===== src/rtl/pwrup_pkg.sv =====
package pwrup_pkg;
    localparam int OSC_W = 3;

    typedef enum logic [2:0] {
        ST_POR_HOLD,
        ST_BOR_HOLD,
        ST_PWRT_RUN,
        ST_OST_RUN,
        ST_RUN
    } seq_state_e;

    // Modes 0..2 are crystal or resonator sources that need a settling count
    function automatic logic is_xtal(input logic [OSC_W-1:0] mode);
        return (mode <= OSC_W'(2));
    endfunction
endpackage


===== src/rtl/pwrup_delay_cnt.sv =====
module pwrup_delay_cnt #(
    parameter int LEN = 16
) (
    input  logic                       clk,
    input  logic                       clr,
    input  logic                       load,
    input  logic                       tick,
    output logic [$clog2(LEN+1)-1:0]   cnt_o,
    output logic                       expire
);
    localparam int CW = $clog2(LEN + 1);

    logic [CW-1:0] cnt;

    always_ff @(posedge clk or posedge clr) begin
        if (clr)
            cnt <= '0;
        else if (load)
            cnt <= CW'(LEN);
        else if (tick && cnt != '0)
            cnt <= cnt - CW'(1);
    end

    // Expires on the edge that consumes the last tick
    assign expire = tick && (cnt == CW'(1));
    assign cnt_o  = cnt;
endmodule


===== src/rtl/pwrup_bor_filter.sv =====
module pwrup_bor_filter #(
    parameter int N_TRIP  = 4,
    parameter int BOR_MIN = 8
) (
    input  logic                        clk,
    input  logic                        clr,
    input  logic                        enable,
    input  logic [N_TRIP-1:0]           flags,
    input  logic [$clog2(N_TRIP)-1:0]   sel,
    output logic                        sel_flag,
    output logic                        trip
);
    localparam int FW = $clog2(BOR_MIN + 1);

    logic [FW-1:0] low_cnt;
    logic          low_now;

    assign sel_flag = flags[sel];
    assign low_now  = enable && !sel_flag;

    always_ff @(posedge clk or posedge clr) begin
        if (clr)
            low_cnt <= '0;
        else if (!low_now)
            low_cnt <= '0;
        else if (low_cnt != FW'(BOR_MIN))
            low_cnt <= low_cnt + FW'(1);
    end

    // Current sample is the (BOR_MIN+1)th consecutive low one
    assign trip = low_now && (low_cnt == FW'(BOR_MIN));
endmodule


===== src/rtl/pwrup_rst_seq.sv =====
module pwrup_rst_seq
    import pwrup_pkg::*;
#(
    parameter int PWRT_TICKS = 16,
    parameter int OST_TICKS  = 1024,
    parameter int BOR_MIN    = 8,
    parameter int N_TRIP     = 4
) (
    input  logic                        clk,
    input  logic                        por_pulse,
    input  logic [N_TRIP-1:0]           bor_above,
    input  logic                        cfg_bor_en,
    input  logic                        cfg_pwrt_en,
    input  logic [$clog2(N_TRIP)-1:0]   cfg_trip_sel,
    input  logic [OSC_W-1:0]            cfg_osc_mode,
    input  logic                        wake_req,
    input  logic                        rc_tick,
    input  logic                        osc_tick,
    input  logic [1:0]                  cause_clr,
    output logic                        rst_out,
    output logic                        cause_por,
    output logic                        cause_bor
);
    localparam int PW = $clog2(PWRT_TICKS + 1);
    localparam int OW = $clog2(OST_TICKS + 1);

    seq_state_e    state, nx;
    logic          sel_flag, bor_trip, xtal;
    logic          pwrt_load, pwrt_exp, ost_load, ost_exp;
    logic [PW-1:0] pwrt_cnt;
    logic [OW-1:0] ost_cnt;

    assign xtal = is_xtal(cfg_osc_mode);

    pwrup_bor_filter #(.N_TRIP(N_TRIP), .BOR_MIN(BOR_MIN)) u_filt (
        .clk      (clk),
        .clr      (por_pulse),
        .enable   (cfg_bor_en),
        .flags    (bor_above),
        .sel      (cfg_trip_sel),
        .sel_flag (sel_flag),
        .trip     (bor_trip)
    );

    pwrup_delay_cnt #(.LEN(PWRT_TICKS)) u_pwrt (
        .clk    (clk),
        .clr    (por_pulse),
        .load   (pwrt_load),
        .tick   (rc_tick),
        .cnt_o  (pwrt_cnt),
        .expire (pwrt_exp)
    );

    pwrup_delay_cnt #(.LEN(OST_TICKS)) u_ost (
        .clk    (clk),
        .clr    (por_pulse),
        .load   (ost_load),
        .tick   (osc_tick),
        .cnt_o  (ost_cnt),
        .expire (ost_exp)
    );

    always_comb begin
        nx = state;
        unique case (state)
            ST_POR_HOLD: begin
                if (cfg_pwrt_en) nx = ST_PWRT_RUN;
                else if (xtal)   nx = ST_OST_RUN;
                else             nx = ST_RUN;
            end
            ST_BOR_HOLD: begin
                if (sel_flag) nx = ST_PWRT_RUN;
            end
            ST_PWRT_RUN: begin
                if (bor_trip)      nx = ST_BOR_HOLD;
                else if (pwrt_exp) nx = xtal ? ST_OST_RUN : ST_RUN;
            end
            ST_OST_RUN: begin
                if (bor_trip)     nx = ST_BOR_HOLD;
                else if (ost_exp) nx = ST_RUN;
            end
            ST_RUN: begin
                if (bor_trip)             nx = ST_BOR_HOLD;
                else if (wake_req && xtal) nx = ST_OST_RUN;
            end
            default: nx = ST_POR_HOLD;
        endcase
    end

    assign pwrt_load = (nx == ST_PWRT_RUN) && (state != ST_PWRT_RUN);
    assign ost_load  = (nx == ST_OST_RUN)  && (state != ST_OST_RUN);

    // State register
    always_ff @(posedge clk or posedge por_pulse) begin
        if (por_pulse) state <= ST_POR_HOLD;
        else           state <= nx;
    end

    // Output registers
    always_ff @(posedge clk or posedge por_pulse) begin
        if (por_pulse) begin
            rst_out   <= 1'b1;
            cause_por <= 1'b1;
            cause_bor <= 1'b0;
        end else begin
            rst_out <= (nx != ST_RUN);
            if (cause_clr[0]) cause_por <= 1'b0;
            if (nx == ST_BOR_HOLD && state != ST_BOR_HOLD)
                cause_bor <= 1'b1;
            else if (cause_clr[1])
                cause_bor <= 1'b0;
        end
    end

    logic unused_ok;
    assign unused_ok = ^ost_cnt;
endmodule


===== config.mk =====
export PLATFORM = sky130hd
export DESIGN_NAME = pwrup_rst_seq
export DESIGN_NICKNAME = d
export VERILOG_FILES = /design/src/rtl/pwrup_pkg.sv /design/src/rtl/pwrup_delay_cnt.sv /design/src/rtl/pwrup_bor_filter.sv /design/src/rtl/pwrup_rst_seq.sv
export SDC_FILE = /design/constraint.sdc
export NUM_CORES = 1
export LEC_CHECK = 0
export BUFFER_PORTS_ARGS = -buffer_cell sky130_fd_sc_hd__buf_2
export CELL_PAD_IN_SITES_DETAIL_PLACEMENT = 1
export CELL_PAD_IN_SITES_GLOBAL_PLACEMENT = 2
export CORE_UTILIZATION = 38
export CTS_CLUSTER_DIAMETER = 120
export DETAILED_ROUTE_END_ITERATION = 6
export PLACE_DENSITY_LB_ADDON = 0.15
export SYNTH_ARGS = -nofsm -noshare
export SYNTH_HDL_FRONTEND = slang
export SYNTH_SLANG_ARGS = --single-unit

===== constraint.sdc =====
create_clock -name clk -period 4 [get_ports clk]
set_clock_uncertainty 0.05 [all_clocks]
set_input_delay 0.8 -clock clk [delete_from_list [all_inputs] [get_ports clk]]
set_output_delay 0.8 -clock clk [all_outputs]
set_load 0.02 [all_outputs]

## Word level (Yosys, flattened, before mapping)

Index checks and enable logic that the tools add are counted.

| storage, ports and cells | value |
|---|---|
| bits in registers | 26 |
| bits of input ports | 18 |
| output and inout bits | 3 |
| word-level logic and storage cells | 65 |

| operators by class | value |
|---|---|
| add/subtract/negate cells | 3 |
| magnitude comparators | 2 |
| equal/unequal tests | 16 |
| mux-type cells | 20 |
| reduce and logical (&&, ||, !) cells | 17 |

Operators with widths:

| operator | count |
|---|---|
| $mux 3 | 9 |
| $mux 11 | 2 |
| $pmux 3 s5 | 1 |
| $eq 3x2->1 const B | 4 |
| $eq 11x1->1 const B | 1 |
| $reduce_bool 11->1 | 1 |
| $sub 11x1->11 const B | 1 |
| $logic_and 1x1->1 | 10 |
| $mux 5 | 2 |
| $mux 4 | 2 |
| $eq 3x1->1 const B | 2 |
| $ne 3x2->1 const B | 2 |
| $reduce_bool 2->1 | 3 |
| $eq 5x1->1 const B | 1 |
| $reduce_bool 5->1 | 1 |
| $sub 5x1->5 const B | 1 |
| $add 4x1->4 const B | 1 |
| $eq 4x4->1 const B | 1 |
| $ne 4x4->1 const B | 1 |
| $eq 3x3->1 const B | 1 |
| $le 3x2->1 const B | 1 |
| $logic_not 3->1 | 1 |
| $lt 2x3->1 const B | 1 |
| $mux 1 | 3 |
| other kinds (5) | 5 |

## Longest topological paths before layout

| logic depth | value |
|---|---|
| depth after elaboration | 10 |
| mapped depth | 8 |
| mapped depth without buffers | 7 |

## By module

A second synthesis with hierarchy kept.

| unflattened totals | value |
|---|---|
| cells, all modules | 178 |
| area total of the unflattened synthesis | 1677.9 um2 |

Modules (own cells, without submodules):

| module | instances | cells each | area an instance (um2) | seq. area each (um2) |
|---|---|---|---|---|
| pwrup_delay_cnt at u_ost | 1 | 70 | 653.1 | 275.3 |
| pwrup_rst_seq | 1 | 50 | 445.4 | 152.6 |
| pwrup_delay_cnt at u_pwrt | 1 | 31 | 314.1 | 125.1 |
| pwrup_bor_filter | 1 | 27 | 265.3 | 100.1 |

## Least setup slack after synthesis

OpenSTA, ideal clock, no wires.

| timing | value |
|---|---|
| kind | in2reg |
| start point | input cfg_trip_sel[0] |
| end point | register u_pwrt.cnt[4] (netlist: u_pwrt.cnt_o[4]) |
| library setup time | 120 ps |
| arrival time | 2299 ps |
| data required time | 3830 ps |
| slack | 1532 ps |
| stages | 6 |
| path buffers | 1 |
| path through | mux4_2 -> or3_1 -> a21o_1 -> and3b_1 -> clkbuf_1 -> a31o_1 |

| on the way | value |
|---|---|
| word-level cells in the longest chain between the ends | 10 |
| elaborated cells between the ends (all ways) | 14 |
| those cells by class | eq/ne: 1; mux: 8; reduce/logical: 5 |

Ends and longest elaborated chain:

| element | line | source |
|---|---|---|
| start: declaration | pwrup_rst_seq.sv:14 | `input logic [$clog2(N_TRIP)-1:0] cfg_trip_sel,` |
| $bmux 1 s2 * | pwrup_bor_filter.sv:18 | `assign sel_flag = flags[sel];` |
| $mux 1 (implied by the code) * | pwrup_bor_filter.sv:18 |  |
| $logic_not 1->1 | pwrup_bor_filter.sv:19 | `assign low_now = enable && !sel_flag;` |
| $logic_and 1x1->1 | pwrup_bor_filter.sv:19 |  |
| $logic_and 1x1->1 | pwrup_bor_filter.sv:31 | `assign trip = low_now && (low_cnt == FW'(BOR_MIN));` |
| $mux 3, on equally long branches | pwrup_rst_seq.sv:83, pwrup_rst_seq.sv:75, pwrup_rst_seq.sv:79 |  |
| $pmux 3 s5 * | pwrup_rst_seq.sv:65 | `unique case (state)` |
| $eq 3x2->1 * | pwrup_rst_seq.sv:90 | `assign pwrt_load = (nx == ST_PWRT_RUN) && (state != ST_PWRT_RUN);` |
| $logic_and 1x1->1 * | pwrup_rst_seq.sv:90 |  |
| $mux 5 / $reduce_bool 2->1 (equally long branches) | -- |  |
| end signal: assignment | pwrup_delay_cnt.sv:19 | `cnt <= CW'(LEN);` |
| end signal: assignment | pwrup_delay_cnt.sv:21 | `cnt <= cnt - CW'(1);` |
| end: declaration | pwrup_delay_cnt.sv:13 | `logic [CW-1:0] cnt;` |

Mark *: on every way between the ends. The rest lies on a longest branch, timed or not. The select of a mux whose other input is x is not followed.
A chain may end at the register's enable or synchronous reset.

## Worst setup path in the final report

| timing | value |
|---|---|
| start point | register u_ost.cnt[0] (netlist: u_ost.cnt_o[0]) |
| end point | register u_ost.cnt[5] (netlist: u_ost.cnt_o[5]) |

| on the way | value |
|---|---|
| word-level cells in the longest chain between the ends | 8 |
| elaborated cells between the ends (all ways) | 13 |
| those cells by class | add/sub: 1; eq/ne: 2; mux: 5; reduce/logical: 5 |

Ends and longest elaborated chain:

| element | line | source |
|---|---|---|
| start: declaration | pwrup_delay_cnt.sv:13 |  |
| start signal: assignment | pwrup_delay_cnt.sv:19 |  |
| start signal: assignment | pwrup_delay_cnt.sv:21 |  |
| $eq 11x1->1 | pwrup_delay_cnt.sv:25 | `assign expire = tick && (cnt == CW'(1));` |
| $logic_and 1x1->1 | pwrup_delay_cnt.sv:25 |  |
| $mux 3 | pwrup_rst_seq.sv:80 | `else if (ost_exp) nx = ST_RUN;` |
| $mux 3 | pwrup_rst_seq.sv:79 | `if (bor_trip) nx = ST_BOR_HOLD;` |
| $pmux 3 s5 | pwrup_rst_seq.sv:65 |  |
| $eq 3x2->1 | pwrup_rst_seq.sv:91 | `assign ost_load = (nx == ST_OST_RUN) && (state != ST_OST_RUN);` |
| $logic_and 1x1->1 | pwrup_rst_seq.sv:91 |  |
| $mux 11 / $reduce_bool 2->1 (equally long branches) | -- |  |

Parallel ways exist; a longest one is shown, timed or not. The select of a mux whose other input is x is not followed.

==> results_dict.tcl <==
set metrics [dict create \
    dp.cells 233 \
    tightest_slew_ns 1.013 \
    root_buffer "clkbuf_8" \
    finalHoldViolCount 0 \
    required_ns 4.12 \
    hpwl_mm 2.686 \
    yosys_warnings 0 \
    clk_pin_slew_ns 0.10 \
    cts_max_path_buffers 2 \
    antenna_found_initial 0 \
    fin_cells 237 \
    drt_iter0_markers 36 \
    max_slew_margin_pct 32.39 \
    r2r_slack_ns 1.54 \
    cp-end-kind "register" \
    antenna_cells 0 \
    crit_fanout 7 \
    fmax_ghz 0.4062 \
    cts_buffers 3 \
    grt_usage_pct 18.51 \
    synth.cell_area_sq_um 1559 \
    final_net_count 216 \
    synth_edf_count 0 \
    seq_area_sq_um 653.1 \
    drive_above_1_share_pct 18.52 \
    cpPeakStageDelay_ns 0.72 \
    hold_class "reg2reg" \
    io_buffers 20 \
    slowest_stage "o31ai_1" \
    cts_hold_buf 0 \
    path_buf_inv 1 \
    routed_via_density 5.481 \
    start_util_pct 41.04 \
    cts_num_sinks 26 \
    clock_latency_ns 0.28 \
    synth_top_area_share_pct 38.52 \
    syn-num-nets 193 \
    synth-main-ff-cell "dfrtp_1" \
    route.vias.total 1299 \
    syn_inst 167 \
    wl_per_cell_microns 14.91 \
    synth_top_cell_by_area "dfrtp_1" \
    die_w_microns 66.05 \
    crit_type "reg2reg" \
    power_leakage_uw 0.0007776 \
    postCtsSetupBuffers 0 \
    stdcell_area_sq_um 1768 \
    first_pass_iters 5 \
    syn_to_final_growth_pct 13.40 \
    crit_chain "inv_1, ha_1, or4b_1, o31ai_1, nor3_1, xnor2_1, nor2_1" \
    vdd_ir_drop_max_mv 0.2370 \
    ys_top_cells_by_count "dfrtp_1, nor2_1, inv_1, nand2_1, xnor2_1" \
    fin_crit_ns 2.462 \
    cts_resized 0 \
    setup_viol 0 \
    placed_area_sq_um 1713 \
    setup_tns_ns 0 \
    grt_pass1_vias 1372 \
    syn_avg_cell_area_sq_um 9.335 \
    async_reset_ff_share_pct 100.0 \
    synthTopCellsByArea "dfrtp_1, xnor2_1, ha_1" \
    synth_cell_type_count 40 \
    status "finished, final reports clean" \
    fin_crit_sh_pct 61.54 \
    critical_path.top_delay_family "compound AO/OA/AOI/OAI gates" \
    fp.dieArea_sq_um 4363 \
    final_antenna_net_count 0 \
    h-tree-depth 1 \
    worst_setup_path_start_kind "register" \
    synth_most_common_cell "dfrtp_1" \
    synth-seq-area-share_pct 41.89 \
    grt_pass1_wl_mm 6.154 \
    rows 22 \
    grt_max_degree 27 \
    wirelength_mm 3.533 \
    drc_errors 0 \
    fill_cells 443 \
    multi_input_area_sq_um 843.3 \
    ys_ff_latch 26 \
    core_sq_um 3799 \
    slew_violations 0 \
    arrival_ns 2.59 \
    gp_congestion 0.8558 \
    io_pins 21 \
    drv_cap 0 \
    cts_tree "done" \
    grt-ovfl-total 0 \
    power.density_nw_per_um2 644.3 \
    die_y_microns 66.05 \
    rsz0062_at_grt "no" \
]
## worst register-to-register path: stages, from the launching register on
cell and delay (ns):
dfrtp_1 0.42, inv_1 0.12, ha_1 0.17, or4b_1 0.46
o31ai_1 0.72, nor3_1 0.15, xnor2_1 0.21, nor2_1 0.06
## metrics by stage
stage | utilization [%] | hold slack (ns) | worst slack (ns) | total power [uW]
floorplan | - | 0.4492 | 1.532 | 832.1
global placement | 45.09 | 0.4188 | 1.352 | 937.4
detailed placement | 45.09 | 0.4262 | 1.299 | 963.5
CTS | 46.54 | 0.4396 | 1.542 | 1148
global route | 46.54 | 0.4536 | 1.282 | 1243
finish | 46.54 | 0.4358 | 1.538 | 1139
## path summary, 6_finish.rpt
| check | start | endpoint | cells past startpoint |
|---|---|---|---|
| worst max-delay path | u_ost.cnt_o[0] | u_ost.cnt_o[5] | 7 |
| worst min-delay path | cause_por | cause_por | 1 |
| worst max register to register | u_ost.cnt_o[0] | u_ost.cnt_o[5] | 7 |
| worst min register to register | cause_por | cause_por | 1 |
| max in group asynchronous | por_pulse | u_ost.cnt_o[1] | 2 |
| min in group asynchronous | por_pulse | u_filt.low_cnt[1] | 2 |
## registers in the layout, indices dropped and copies added, names as in the netlist
register,flops
cause_por,1
cause_bor,1
state,3
u_filt.low_cnt,4
u_pwrt.cnt_o,5
rst_out,1
u_ost.cnt_o,11
## report_power, final
part           leakage [uW]  internal, uW  switching [uW]
Combinational      0.000425           223             294
Clock             0.0000288          88.4            90.1
Sequential         0.000323           355            89.1
## per-layer routing
metal	part of all wire, %	vias up	GRT usage [%]
li1	-	628	-
met1	47	646	23.10
met2	49	21	32.40
met3	2.9	4	2.069
met4	1.2	0	7.181
met5	0	-	0
## logic make-up (layout without fill, tap and decap cells)
logic type / after synthesis / in the layout / synth area share [%]
DFF: 26 / 26 / 41.89
buffers and inverters: 16 / 38 / 4.013
adders and majority gates: 8 / 8 / 6.421
and+or+nand+nor: 70 / 70 / 22.63
xor gates and xnor gates: 16 / 16 / 8.988
muxes: 2 / 2 / 2.167
AOI/OAI and AO/OA: 29 / 29 / 13.89
## cells in the final DEF (no fill, tap or decap), types with 2 or more instances in the layout
master	instances
o31ai_1	2
or3_1	7
or2_2	2
dfstp_2	2
a21o_1	4
a21oi_1	4
nor2b_1	3
a31oi_1	4
xnor2_1	12
o21ai_0	4
nand2_1	12
nor4_1	5
nor3_1	7
inv_1	13
dfrtp_1	24
xor2_1	4
nor2_1	22
nand3_1	5
clkbuf_8	4
buf_2	20
ha_1	8
a32oi_1	2
## area by class of cell
cell class	instances	share of cell area (%)
Tap cell	48	3.397
Multi-Input combinational cell	125	47.70
Timing Repair Buffer	21	6.086
Clock buffer	4	3.114
Inverter	13	2.760
Sequential cell	26	36.94
Power figures use the tool's default switching activity.
